--- src/rtl/cart_bank_pkg.sv ---
package cart_bank_pkg;

  // Which 8 KiB slice of the CPU space an access falls in (top three address bits).
  typedef enum logic [2:0] {
    AREA_CTL_ENABLE = 3'd0,
    AREA_CTL_BANK   = 3'd1,
    AREA_CTL_SECOND = 3'd2,
    AREA_CTL_MODE   = 3'd3,
    AREA_VIDEO      = 3'd4,
    AREA_EXTRAM     = 3'd5,
    AREA_WORK       = 3'd6
  } area_e;

  // Source of the byte returned to the CPU in the second pipeline stage.
  typedef enum logic [1:0] {
    SRC_HOLD = 2'd0,
    SRC_ROM  = 2'd1,
    SRC_RAM  = 2'd2,
    SRC_ZERO = 2'd3
  } rd_src_e;

  localparam logic [3:0] ENABLE_KEY = 4'hA;

  function automatic area_e decode_area(input logic [2:0] top);
    case (top)
      3'd0:    return AREA_CTL_ENABLE;
      3'd1:    return AREA_CTL_BANK;
      3'd2:    return AREA_CTL_SECOND;
      3'd3:    return AREA_CTL_MODE;
      3'd4:    return AREA_VIDEO;
      3'd5:    return AREA_EXTRAM;
      default: return AREA_WORK;
    endcase
  endfunction

endpackage

--- src/rtl/cart_ctrl_regs.sv ---
module cart_ctrl_regs
  import cart_bank_pkg::*;
#(
  parameter int DATA_W     = 8,
  parameter int ROM_BANK_W = 5,
  parameter int SEC_W      = 2
) (
  input  logic                  clk,
  input  logic                  rst,
  input  logic                  wr_i,
  input  area_e                 area_i,
  input  logic [DATA_W-1:0]     wdata_i,
  output logic                  ram_en_o,
  output logic [ROM_BANK_W-1:0] rom_bank_o,
  output logic [SEC_W-1:0]      sec_bank_o,
  output logic                  mode_o
);

  // Bits above the widest field are never stored.
  logic unused_hi_bits;
  assign unused_hi_bits = &{1'b0, wdata_i[DATA_W-1:ROM_BANK_W]};

  always_ff @(posedge clk) begin
    if (rst) begin
      ram_en_o   <= 1'b0;
      rom_bank_o <= '0;
      sec_bank_o <= '0;
      mode_o     <= 1'b0;
    end else if (wr_i) begin
      case (area_i)
        AREA_CTL_ENABLE: ram_en_o   <= (wdata_i[3:0] == ENABLE_KEY);
        AREA_CTL_BANK:   rom_bank_o <= wdata_i[ROM_BANK_W-1:0];
        AREA_CTL_SECOND: sec_bank_o <= wdata_i[SEC_W-1:0];
        AREA_CTL_MODE:   mode_o     <= wdata_i[0];
        default: ;
      endcase
    end
  end


  ram_enable_key_chk: assert property (@(posedge clk) disable iff (rst)
    $past(!rst && wr_i && area_i == AREA_CTL_ENABLE)
      |-> (ram_en_o == ($past(wdata_i[3:0]) == ENABLE_KEY)));


  mode_load_chk: assert property (@(posedge clk) disable iff (rst)
    $past(!rst && wr_i && area_i == AREA_CTL_MODE) |-> (mode_o == $past(wdata_i[0])));


  regs_quiet_chk: assert property (@(posedge clk) disable iff (rst)
    $past(rst) |-> (!ram_en_o && rom_bank_o == '0 && sec_bank_o == '0 && !mode_o));

endmodule

--- src/rtl/cart_rom_map.sv ---
module cart_rom_map #(
  parameter int ROM_BANK_W = 5,
  parameter int SEC_W      = 2,
  parameter int ROM_OFS_W  = 14,
  parameter int ROM_ADDR_W = SEC_W + ROM_BANK_W + ROM_OFS_W
) (
  input  logic                  banked_i,
  input  logic [ROM_OFS_W-1:0]  ofs_i,
  input  logic [ROM_BANK_W-1:0] bank_i,
  input  logic [SEC_W-1:0]      sec_i,
  input  logic                  mode_i,
  output logic [ROM_ADDR_W-1:0] rom_addr_o
);

  localparam int HI_W = SEC_W + ROM_BANK_W;
  localparam logic [ROM_BANK_W-1:0] BANK_FLOOR = {{(ROM_BANK_W-1){1'b0}}, 1'b1};

  logic [ROM_BANK_W-1:0] bank_eff;
  logic [SEC_W-1:0]      upper;

  always_comb begin
    bank_eff = (bank_i == '0) ? BANK_FLOOR : bank_i;
    upper    = mode_i ? '0 : sec_i;
    if (banked_i) rom_addr_o = {upper, bank_eff, ofs_i};
    else          rom_addr_o = {{HI_W{1'b0}}, ofs_i};
  end

endmodule

--- src/rtl/cart_ram_map.sv ---
module cart_ram_map #(
  parameter int HAS_RAM    = 1,
  parameter int SEC_W      = 2,
  parameter int RAM_OFS_W  = 13,
  parameter int RAM_ADDR_W = SEC_W + RAM_OFS_W
) (
  input  logic                  sel_i,
  input  logic                  rd_i,
  input  logic                  wr_i,
  input  logic                  ram_en_i,
  input  logic                  mode_i,
  input  logic [SEC_W-1:0]      sec_i,
  input  logic [RAM_OFS_W-1:0]  ofs_i,
  output logic [RAM_ADDR_W-1:0] ram_addr_o,
  output logic                  ram_rd_o,
  output logic                  ram_wr_o,
  output logic                  ram_ok_o
);

  generate
    if (HAS_RAM != 0) begin : g_ram
      assign ram_ok_o = ram_en_i;
    end else begin : g_noram
      logic unused_en;
      assign unused_en = ram_en_i;
      assign ram_ok_o  = 1'b0;
    end
  endgenerate

  assign ram_addr_o = {(mode_i ? sec_i : {SEC_W{1'b0}}), ofs_i};
  assign ram_rd_o   = sel_i & rd_i & ram_ok_o;
  assign ram_wr_o   = sel_i & wr_i & ram_ok_o;

endmodule

--- src/rtl/cart_bank_ctrl.sv ---
module cart_bank_ctrl
  import cart_bank_pkg::*;
#(
  parameter int  DATA_W     = 8,
  parameter int  ROM_BANK_W = 5,
  parameter int  SEC_W      = 2,
  parameter int  ROM_OFS_W  = 14,
  parameter int  HAS_RAM    = 1,
  localparam int ADDR_W     = ROM_OFS_W + 2,
  localparam int RAM_OFS_W  = ROM_OFS_W - 1,
  localparam int ROM_ADDR_W = SEC_W + ROM_BANK_W + ROM_OFS_W,
  localparam int RAM_ADDR_W = SEC_W + RAM_OFS_W
) (
  input  logic                  clk,
  input  logic                  rst,
  input  logic [ADDR_W-1:0]     cpu_addr_i,
  input  logic [DATA_W-1:0]     cpu_wdata_i,
  input  logic                  cpu_rd_i,
  input  logic                  cpu_wr_i,
  output logic [DATA_W-1:0]     cpu_rdata_o,
  output logic [ROM_ADDR_W-1:0] rom_addr_o,
  output logic                  rom_rd_o,
  input  logic [DATA_W-1:0]     rom_rdata_i,
  output logic [RAM_ADDR_W-1:0] ram_addr_o,
  output logic                  ram_rd_o,
  output logic                  ram_wr_o,
  output logic [DATA_W-1:0]     ram_wdata_o,
  input  logic [DATA_W-1:0]     ram_rdata_i
);

  // ---------------- stage 0: decode ----------------
  area_e area;
  logic  rd_go, is_rom, banked;

  assign area   = decode_area(cpu_addr_i[ADDR_W-1 -: 3]);
  assign rd_go  = cpu_rd_i & ~cpu_wr_i;
  assign is_rom = ~cpu_addr_i[ADDR_W-1];
  assign banked = cpu_addr_i[ROM_OFS_W];

  logic                  ram_en, mode;
  logic [ROM_BANK_W-1:0] rom_bank;
  logic [SEC_W-1:0]      sec_bank;

  cart_ctrl_regs #(
    .DATA_W(DATA_W), .ROM_BANK_W(ROM_BANK_W), .SEC_W(SEC_W)
  ) u_regs (
    .clk(clk), .rst(rst), .wr_i(cpu_wr_i), .area_i(area), .wdata_i(cpu_wdata_i),
    .ram_en_o(ram_en), .rom_bank_o(rom_bank), .sec_bank_o(sec_bank), .mode_o(mode)
  );

  logic [ROM_ADDR_W-1:0] rom_addr_c;

  cart_rom_map #(
    .ROM_BANK_W(ROM_BANK_W), .SEC_W(SEC_W), .ROM_OFS_W(ROM_OFS_W), .ROM_ADDR_W(ROM_ADDR_W)
  ) u_rom_map (
    .banked_i(banked), .ofs_i(cpu_addr_i[ROM_OFS_W-1:0]), .bank_i(rom_bank),
    .sec_i(sec_bank), .mode_i(mode), .rom_addr_o(rom_addr_c)
  );

  logic [RAM_ADDR_W-1:0] ram_addr_c;
  logic                  ram_rd_c, ram_wr_c, ram_ok;

  cart_ram_map #(
    .HAS_RAM(HAS_RAM), .SEC_W(SEC_W), .RAM_OFS_W(RAM_OFS_W), .RAM_ADDR_W(RAM_ADDR_W)
  ) u_ram_map (
    .sel_i(area == AREA_EXTRAM), .rd_i(rd_go), .wr_i(cpu_wr_i), .ram_en_i(ram_en),
    .mode_i(mode), .sec_i(sec_bank), .ofs_i(cpu_addr_i[RAM_OFS_W-1:0]),
    .ram_addr_o(ram_addr_c), .ram_rd_o(ram_rd_c), .ram_wr_o(ram_wr_c), .ram_ok_o(ram_ok)
  );

  logic unused_ok;
  assign unused_ok = ram_ok;

  rd_src_e src_c;
  always_comb begin
    if (!rd_go)        src_c = SRC_HOLD;
    else if (is_rom)   src_c = SRC_ROM;
    else if (ram_rd_c) src_c = SRC_RAM;
    else               src_c = SRC_ZERO;
  end

  // ---------------- stage 1: physical access ----------------
  rd_src_e src_q;

  always_ff @(posedge clk) begin
    if (rst) begin
      rom_rd_o    <= 1'b0;
      rom_addr_o  <= '0;
      ram_rd_o    <= 1'b0;
      ram_wr_o    <= 1'b0;
      ram_addr_o  <= '0;
      ram_wdata_o <= '0;
      src_q       <= SRC_HOLD;
    end else begin
      rom_rd_o    <= rd_go & is_rom;
      rom_addr_o  <= rom_addr_c;
      ram_rd_o    <= ram_rd_c;
      ram_wr_o    <= ram_wr_c;
      ram_addr_o  <= ram_addr_c;
      ram_wdata_o <= cpu_wdata_i;
      src_q       <= src_c;
    end
  end

  // ---------------- stage 2: return data ----------------
  always_ff @(posedge clk) begin
    if (rst) begin
      cpu_rdata_o <= '0;
    end else begin
      case (src_q)
        SRC_ROM:  cpu_rdata_o <= rom_rdata_i;
        SRC_RAM:  cpu_rdata_o <= ram_rdata_i;
        SRC_ZERO: cpu_rdata_o <= '0;
        default:  ;
      endcase
    end
  end


  ctl_write_silent_chk: assert property (@(posedge clk) disable iff (rst)
    $past(!rst && cpu_wr_i && !cpu_addr_i[ADDR_W-1]) |-> (!rom_rd_o && !ram_wr_o));


  ram_strobe_gate_chk: assert property (@(posedge clk) disable iff (rst)
    (ram_rd_o || ram_wr_o) |-> ($past(ram_en) && HAS_RAM != 0));


  bank_floor_chk: assert property (@(posedge clk) disable iff (rst)
    (rom_rd_o && $past(cpu_addr_i[ROM_OFS_W])) |-> (rom_addr_o[ROM_OFS_W +: ROM_BANK_W] != '0));


  mode_upper_zero_chk: assert property (@(posedge clk) disable iff (rst)
    (rom_rd_o && $past(mode)) |-> (rom_addr_o[ROM_ADDR_W-1 -: SEC_W] == '0));


  rom_strobe_origin_chk: assert property (@(posedge clk) disable iff (rst)
    rom_rd_o |-> ($past(cpu_rd_i) && !$past(cpu_addr_i[ADDR_W-1])));


  zero_return_chk: assert property (@(posedge clk) disable iff (rst)
    $past(!rst && src_q == SRC_ZERO) |-> (cpu_rdata_o == '0));

endmodule

--- config.mk ---
export PLATFORM = sky130hd
export DESIGN_NAME = cart_bank_ctrl
export DESIGN_NICKNAME = d
export VERILOG_FILES = /design/src/rtl/cart_bank_pkg.sv /design/src/rtl/cart_ctrl_regs.sv /design/src/rtl/cart_rom_map.sv /design/src/rtl/cart_ram_map.sv /design/src/rtl/cart_bank_ctrl.sv
export SDC_FILE = /design/constraint.sdc
export NUM_CORES = 1
export LEC_CHECK = 0
export BUFFER_PORTS_ARGS = -buffer_cell sky130_fd_sc_hd__buf_2
export CORE_ASPECT_RATIO = 1.5
export CORE_MARGIN = 5
export CORE_UTILIZATION = 47
export CTS_CLUSTER_DIAMETER = 60
export DETAILED_ROUTE_END_ITERATION = 6
export GPL_TIMING_DRIVEN = 0
export PLACE_DENSITY = 0.9
export SLEW_MARGIN = 25
export SYNTH_ARGS = -nofsm -noshare
export SYNTH_HDL_FRONTEND = slang
export SYNTH_SLANG_ARGS = --single-unit
export TNS_END_PERCENT = 5
--- constraint.sdc ---
create_clock -name clk -period 1.9 [get_ports clk]
set_clock_uncertainty 0.1 [all_clocks]
set_input_delay 0.285 -clock clk [delete_from_list [all_inputs] [get_ports clk]]
set_output_delay 0.285 -clock clk [all_outputs]
set_load 0.05 [all_outputs]
==> results of run 1 <==
flip-flops by register name, summed over array words and instances (netlist names), 2 cells and up:
register	count
u_regs.sec_bank_o	2
rom_addr_o	21
ram_addr_o	2
u_regs.rom_bank_o	5
src_q	2
ram_wdata_o	8
cpu_rdata_o	8
Yosys cell counts, types with 2 or more instances:
library cell   n
nand3b_1       2
buf_6          2
nand4b_1       2
a2bb2oi_1      5
clkbuf_1       4
buf_4         14
o21a_1         3
and3b_1        4
nor2_1        20
nand2_1        2
and2_1         4
dfxtp_1       53
nor2b_1       24
mux2i_1       17
layer usage:
layer / track usage / vias to the layer above
met5: 0 / -
met4: 0.06903 / 0
met3: 0.04599 / 11
met2: 0.2852 / 59
met1: 0.1626 / 651
li1: - / 746
cell families after synthesis:
family | synth area share
AOI/OAI and AO/OA | 0.04057
buffers and inverters | 0.07978
DFF | 0.5734
muxes | 0.09195
and+or+nand+nor | 0.2143
layout make-up:
type	instances	area share
clock buffers	5	0.02724
multi-input cells	92	0.2541
flip-flops and latches	53	0.4200
plain buffers	21	0.05844
repair buffers	97	0.1922
well taps	45	0.02229
clock inverters	3	0.02576
final timing paths:
path / start / endpoint / slack [ns] / cells after the start
setup / recovery: rom_addr_o[6] / rom_addr_o[6] / 0.53 / 2
hold / removal: cpu_wdata_i[5] / ram_wdata_o[5] / 0.09 / 2
setup reg to reg: src_q[0] / cpu_rdata_o[2] / 0.66 / 4
hold reg to reg: u_regs.rom_bank_o[1] / rom_addr_o[15] / 0.40 / 1
power groups by stage:
stage          sequential, mW  clock, mW  combinational (mW)
2_1_floorplan            1.32          0               0.151
3_3_place_gp             1.19          0               0.385
3_5_place_dp             1.19          0               0.391
4_1_cts                  1.17      0.890               0.391
5_1_grt                  1.17      0.935               0.414
6_report                 1.17      0.869               0.387
stage by stage:
stage               total power, mW  area (µm²)    util  cells
floorplan                     1.470        1851       -    166
global placement              1.576        2392  0.6152    308
detailed placement            1.584        2392  0.6152    308
CTS                           2.448        2526  0.6496    316
global route                  2.521        2526  0.6496    316
finish                        2.423        2526  0.6496    316
cells in the final DEF (no fill, tap or decap), types with 2 or more instances in the layout:
| cell | n |
|---|---|
| a2bb2oi_1 | 5 |
| bufinv_16 | 2 |
| nand4b_1 | 2 |
| o21a_1 | 3 |
| clkbuf_1 | 4 |
| clkbuf_8 | 5 |
| nor2b_1 | 24 |
| buf_6 | 2 |
| dfxtp_1 | 53 |
| buf_4 | 14 |
| nand2_1 | 2 |
| and3b_1 | 4 |
| nand3b_1 | 2 |
| and2_1 | 4 |
| mux2i_1 | 17 |
| nor2_1 | 20 |
| buf_2 | 98 |
==> run metrics, run 1 <==
Seq pwr share 0.482; Switching Share 0.2566; syn_nets 210; crit end category output pin; internal power 1.801 mW; VDD IR-drop max 0.7087 mV; WL met3 386 µm; Crit-path slowest cell dfxtp_1; maxcap violations 0; worst setup path class reg -> out; area grow syn2layout 36.51%; DR WL met2 2090 µm; relative slew slack 0.6619; Post-Synthesis Cell Area 0.001851 mm²; RSZ-0062 raised after global routing false; Buf/Inv on CP 2; synth top area cells dfxtp_1 (57%), mux2i_1 (9.2%), nor2b_1 (8.1%), buf_4 (5.7%), nor2_1 (4.1%); area share of the largest cell type after synthesis 0.5734; crit path max fanout 2; delay-heaviest family, CP flip-flops; Post-Place Worst Slack 0.5857 ns; sequential share of the synthesized area 0.5734; Resized cells post-CTS 0; DRC 0; I/O Buffers 97; Slew Viols, Final 0; Rows 28; Synth cell types 24; NetSw 621.7 µW; Placer Congestion 0.7625; Worst setup SP type register; worst min path class in -> reg; die extent in y 86.85 µm; antenna viol nets, final 0; crit path DAT 0.98 ns; dominant synthesized flop cell dfxtp_1; post-synthesis async set-or-reset flop share 0; fin crit share 0.7195; count of final hold-check violations 0; measured slew at the worst slew-check pin 0.5071 ns; largest area contributor in the netlist dfxtp_1; DR pass1 iterations 4; clk_lat worst skew 0.29 ns; YS warnings 0; Mapped Cells 166; crit path cell chain buf_4 -> buf_2; leakage power total 1.270 nW; overall routing resource usage 0.1586; vias in the first global route 1,465; GRT overflow 0; Clock Power Share 0.359; core area 0.003889 mm²; hpwl dp 3188 µm; first-pass GRT wire length 6396 µm; Comb pwr share 0.160; clk root buf clkbuf_8; Layout fillers 361; top routing layer in use met4; wire per inst 12.59 µm; CP peak stage delay 0.34 ns; EDFF count, synth 0; IO Pins 99; 1st-iter DRT viols 14; Die Area 0.005318 mm²; Clock Path Buffers 2; Vias 1,467; Sink Count 53; largest net degree at the start of global routing 17; WHS 0.09042 ns; synthesized area per cell 11.15 µm²; die width 61.24 µm; # Post-CTS Setup Buffers 0; # H-tree levels 2; Crit path required time 1.51 ns; Reg clk slew, reported paths 0.09 ns; setup_tns 0 ns; Reg area 0.001061 mm²; # diodes 0; initial antenna violation count 0; multi-input logic area 641.9 µm²; Pwr Density 959.2 mW/mm²; fmax 731.5 MHz; Setup-failing EPs final 0; share of post-route cells with drive strength above 1 0.4576; via/cell ratio 4.642; M1 WL 1371 µm; status completed; final worst slack 0.5329 ns; final WL 3979 µm; Tmin final 1.367 ns; CTS tree done; Initial Util 0.4759; Synth Register Bits 53; total CTS buffers 5; cts hold-fix bufs 0; nets 314
Power figures use the tool's default switching activity.
==> run 2, diff against run 1 <==
--- a/config.mk
+++ b/config.mk
@@ -8,11 +8,11 @@
 export BUFFER_PORTS_ARGS = -buffer_cell sky130_fd_sc_hd__buf_2
 export CORE_ASPECT_RATIO = 1.5
 export CORE_MARGIN = 5
-export CORE_UTILIZATION = 47
+export CORE_UTILIZATION = 39
 export CTS_CLUSTER_DIAMETER = 60
 export DETAILED_ROUTE_END_ITERATION = 6
 export GPL_TIMING_DRIVEN = 0
-export PLACE_DENSITY = 0.9
+export PLACE_DENSITY = 0.81
 export SLEW_MARGIN = 25
 export SYNTH_ARGS = -nofsm -noshare
 export SYNTH_HDL_FRONTEND = slang
==> constraint.sdc (replaced) <==
create_clock -name clk -period 1.2 [get_ports clk]
set_clock_uncertainty 0.1 [all_clocks]
set_input_delay 0.18 -clock clk [delete_from_list [all_inputs] [get_ports clk]]
set_output_delay 0.18 -clock clk [all_outputs]
set_load 0.05 [all_outputs]
==> run metrics, run 2 (synthesis gave the netlist of run 1 again) <==
antenna viol nets, final 0 (unchanged); VDD IR-drop max 0.9222 mV (was 0.7087 mV); crit path max fanout 2 (unchanged); Die Area 0.006251 mm² (was 0.005318 mm²); largest registers rom_addr_o x21, cpu_rdata_o x8, ram_wdata_o x8 (unchanged); largest net degree at the start of global routing 18 (was 17); # diodes 0 (unchanged); crit path DAT 0.93 ns (was 0.98 ns); Sink Count 53 (unchanged); Setup-failing EPs final 2 (was 0); placed cell count 327 (was 308); DR pass1 iterations 4 (unchanged); final worst slack -0.005262 ns (was 0.5329 ns); RSZ-0062 raised after global routing true (was false); fmax 829.7 MHz; Slew Viols, Final 0 (unchanged); met2 global-route usage 0.2825 (was 0.2852); Clock Path Buffers 2 (unchanged); IO Pins 99 (unchanged); worst min path class in -> reg (unchanged); non-filler instance count after layout 353 (was 316); CTS tree done (unchanged); Post-Place Worst Slack -0.03298 ns (was 0.5857 ns); relative slew slack 0.6835 (was 0.6619); # H-tree levels 2 (unchanged); GR Util met3 0.03452 (was 0.04599); leakage power total 1.364 nW (was 1.270 nW); vias in the first global route 1,573 (was 1,465); worst setup path class reg -> out (unchanged); first-pass GRT wire length 7389 µm (was 6396 µm); Tmin final 1.205 ns; clk_lat worst skew 0.31 ns (was 0.29 ns); Rows 30 (was 28); fin crit share 1.004; wire per inst 14.83 µm (was 12.59 µm); clk root buf clkbuf_8 (unchanged); total CTS buffers 5 (unchanged); Reg clk slew, reported paths 0.10 ns (was 0.09 ns); GRT busiest layer met2 (unchanged); measured slew at the worst slew-check pin 0.4748 ns (was 0.5071 ns); initial antenna violation count 0 (unchanged); Worst setup SP type register (unchanged); status complete, but fails checks (was completed); hpwl dp 3277 µm (was 3188 µm); die width 66.25 µm (was 61.24 µm); area grow syn2layout 57.27% (was 36.51%); commonest non-fill, non-tap cell in the layout buf_2 (unchanged); GRT overflow 0 (unchanged); nets 332 (was 314); maxcap violations 0 (unchanged); 1st-iter DRT viols 32 (was 14); dpl cell area 0.002416 mm² (was 0.002392 mm²); DRC 0 (unchanged); Crit path required time 0.92 ns (was 1.51 ns); Placer Congestion 0.7230 (was 0.7625); crit end category output pin (unchanged); Vias 1,595 (was 1,467); count of final hold-check violations 0 (unchanged); Initial Util 0.4041 (was 0.4759); Pwr Density 1305 mW/mm² (was 959.2 mW/mm²); Power Total 3.798 mW (was 2.423 mW); Layout fillers 359 (was 361); final WL 5235 µm (was 3979 µm); max reg flops 21 (unchanged); share of post-route cells with drive strength above 1 0.4775 (was 0.4576); failing checks setup timing; I/O Buffers 97 (unchanged); die extent in y 94.37 µm (was 86.85 µm); register with the most flip-flops rom_addr_o (unchanged); post-route cell area 0.002910 mm² (was 0.002526 mm²); commonest cells after routing, fill and taps aside buf_2 (55), dfxtp_1 (41), clkbuf_4 (26), nor2b_1 (24), nor2_1 (20) (was buf_2 (98), dfxtp_1 (53), nor2b_1 (24), nor2_1 (20), mux2i_1 (17)); via/cell ratio 4.518 (was 4.642); overall routing resource usage 0.1567 (was 0.1586); core area 0.004579 mm² (was 0.003889 mm²); GRT met1 Usage 0.1654 (was 0.1626)
## run 2: cell types whose count changed in the layout (fill, tap and decap cells not counted), sizes merged
cell	delta
inv	+1
dlygate4sd3	+17
clkbuf	+27
buf	-26
bufinv	-1
## run 2: worst paths after layout
kind	startpoint	end	slack [ns]	depth (start not counted)
worst max-delay path	rom_addr_o[8]	rom_addr_o[8]	-0.005	2
worst min-delay path	cpu_wdata_i[4]	ram_wdata_o[4]	0.001	2
worst max register to register	src_q[0]	cpu_rdata_o[2]	0.04	4
worst min register to register	u_regs.rom_bank_o[2]	rom_addr_o[16]	0.40	1
## run 2: what timing repair did
action,4_1_cts,5_1_grt
gates cloned,0,1
endpoints found under the setup margin,23,44
gates resized for setup,30,44
endpoints found under the hold margin,17,0
hold buffers,17,0
setup buffers,0,0
## run 2: power breakdown
group / total [mW] / switching, mW / leakage [nW] / internal, mW
Sequential: 1.86 / 0.0325 / 0.438 / 1.82
Clock: 1.20 / 0.578 / 0.0585 / 0.625
Combinational: 0.738 / 0.440 / 0.867 / 0.297
## run 2: metrics by stage
step,setup TNS (ns),util,hold WS (ns)
finish,-0.005895,0.6355,0.001245
global route,-0.5816,0.6355,0.004051
CTS,0,0.6085,0.0008862
detailed placement,-0.1301,0.5276,0.2964
global placement,-0.02533,0.5276,0.2876
floorplan,0,-,0.1524
## run 2: worst max-delay path: stages, from the launching register on
cell,delay [ns]
dfxtp_2,0.34
buf_4,0.13
buf_6,0.14
## run 2: routing by layer
metal / vias up / part of all wire / wire [µm]
met5: - / 0 / 0
met2: 65 / 0.55 / 2885
li1: 781 / - / -
met1: 739 / 0.37 / 1929
met3: 10 / 0.058 / 302
met4: 0 / 0.022 / 117
## run 2: final cells by class
type | count | area, µm² | share of cell area
Sequential cell | 53 | 1079 | 0.3706
Timing Repair Buffer | 115 | 840.8 | 0.2889
Multi-Input combinational cell | 92 | 641.9 | 0.2206
Buffer | 21 | 156.4 | 0.05374
Tap cell | 64 | 80.08 | 0.02752
Clock buffer | 5 | 68.82 | 0.02365
Clock inverter | 3 | 43.79 | 0.01505
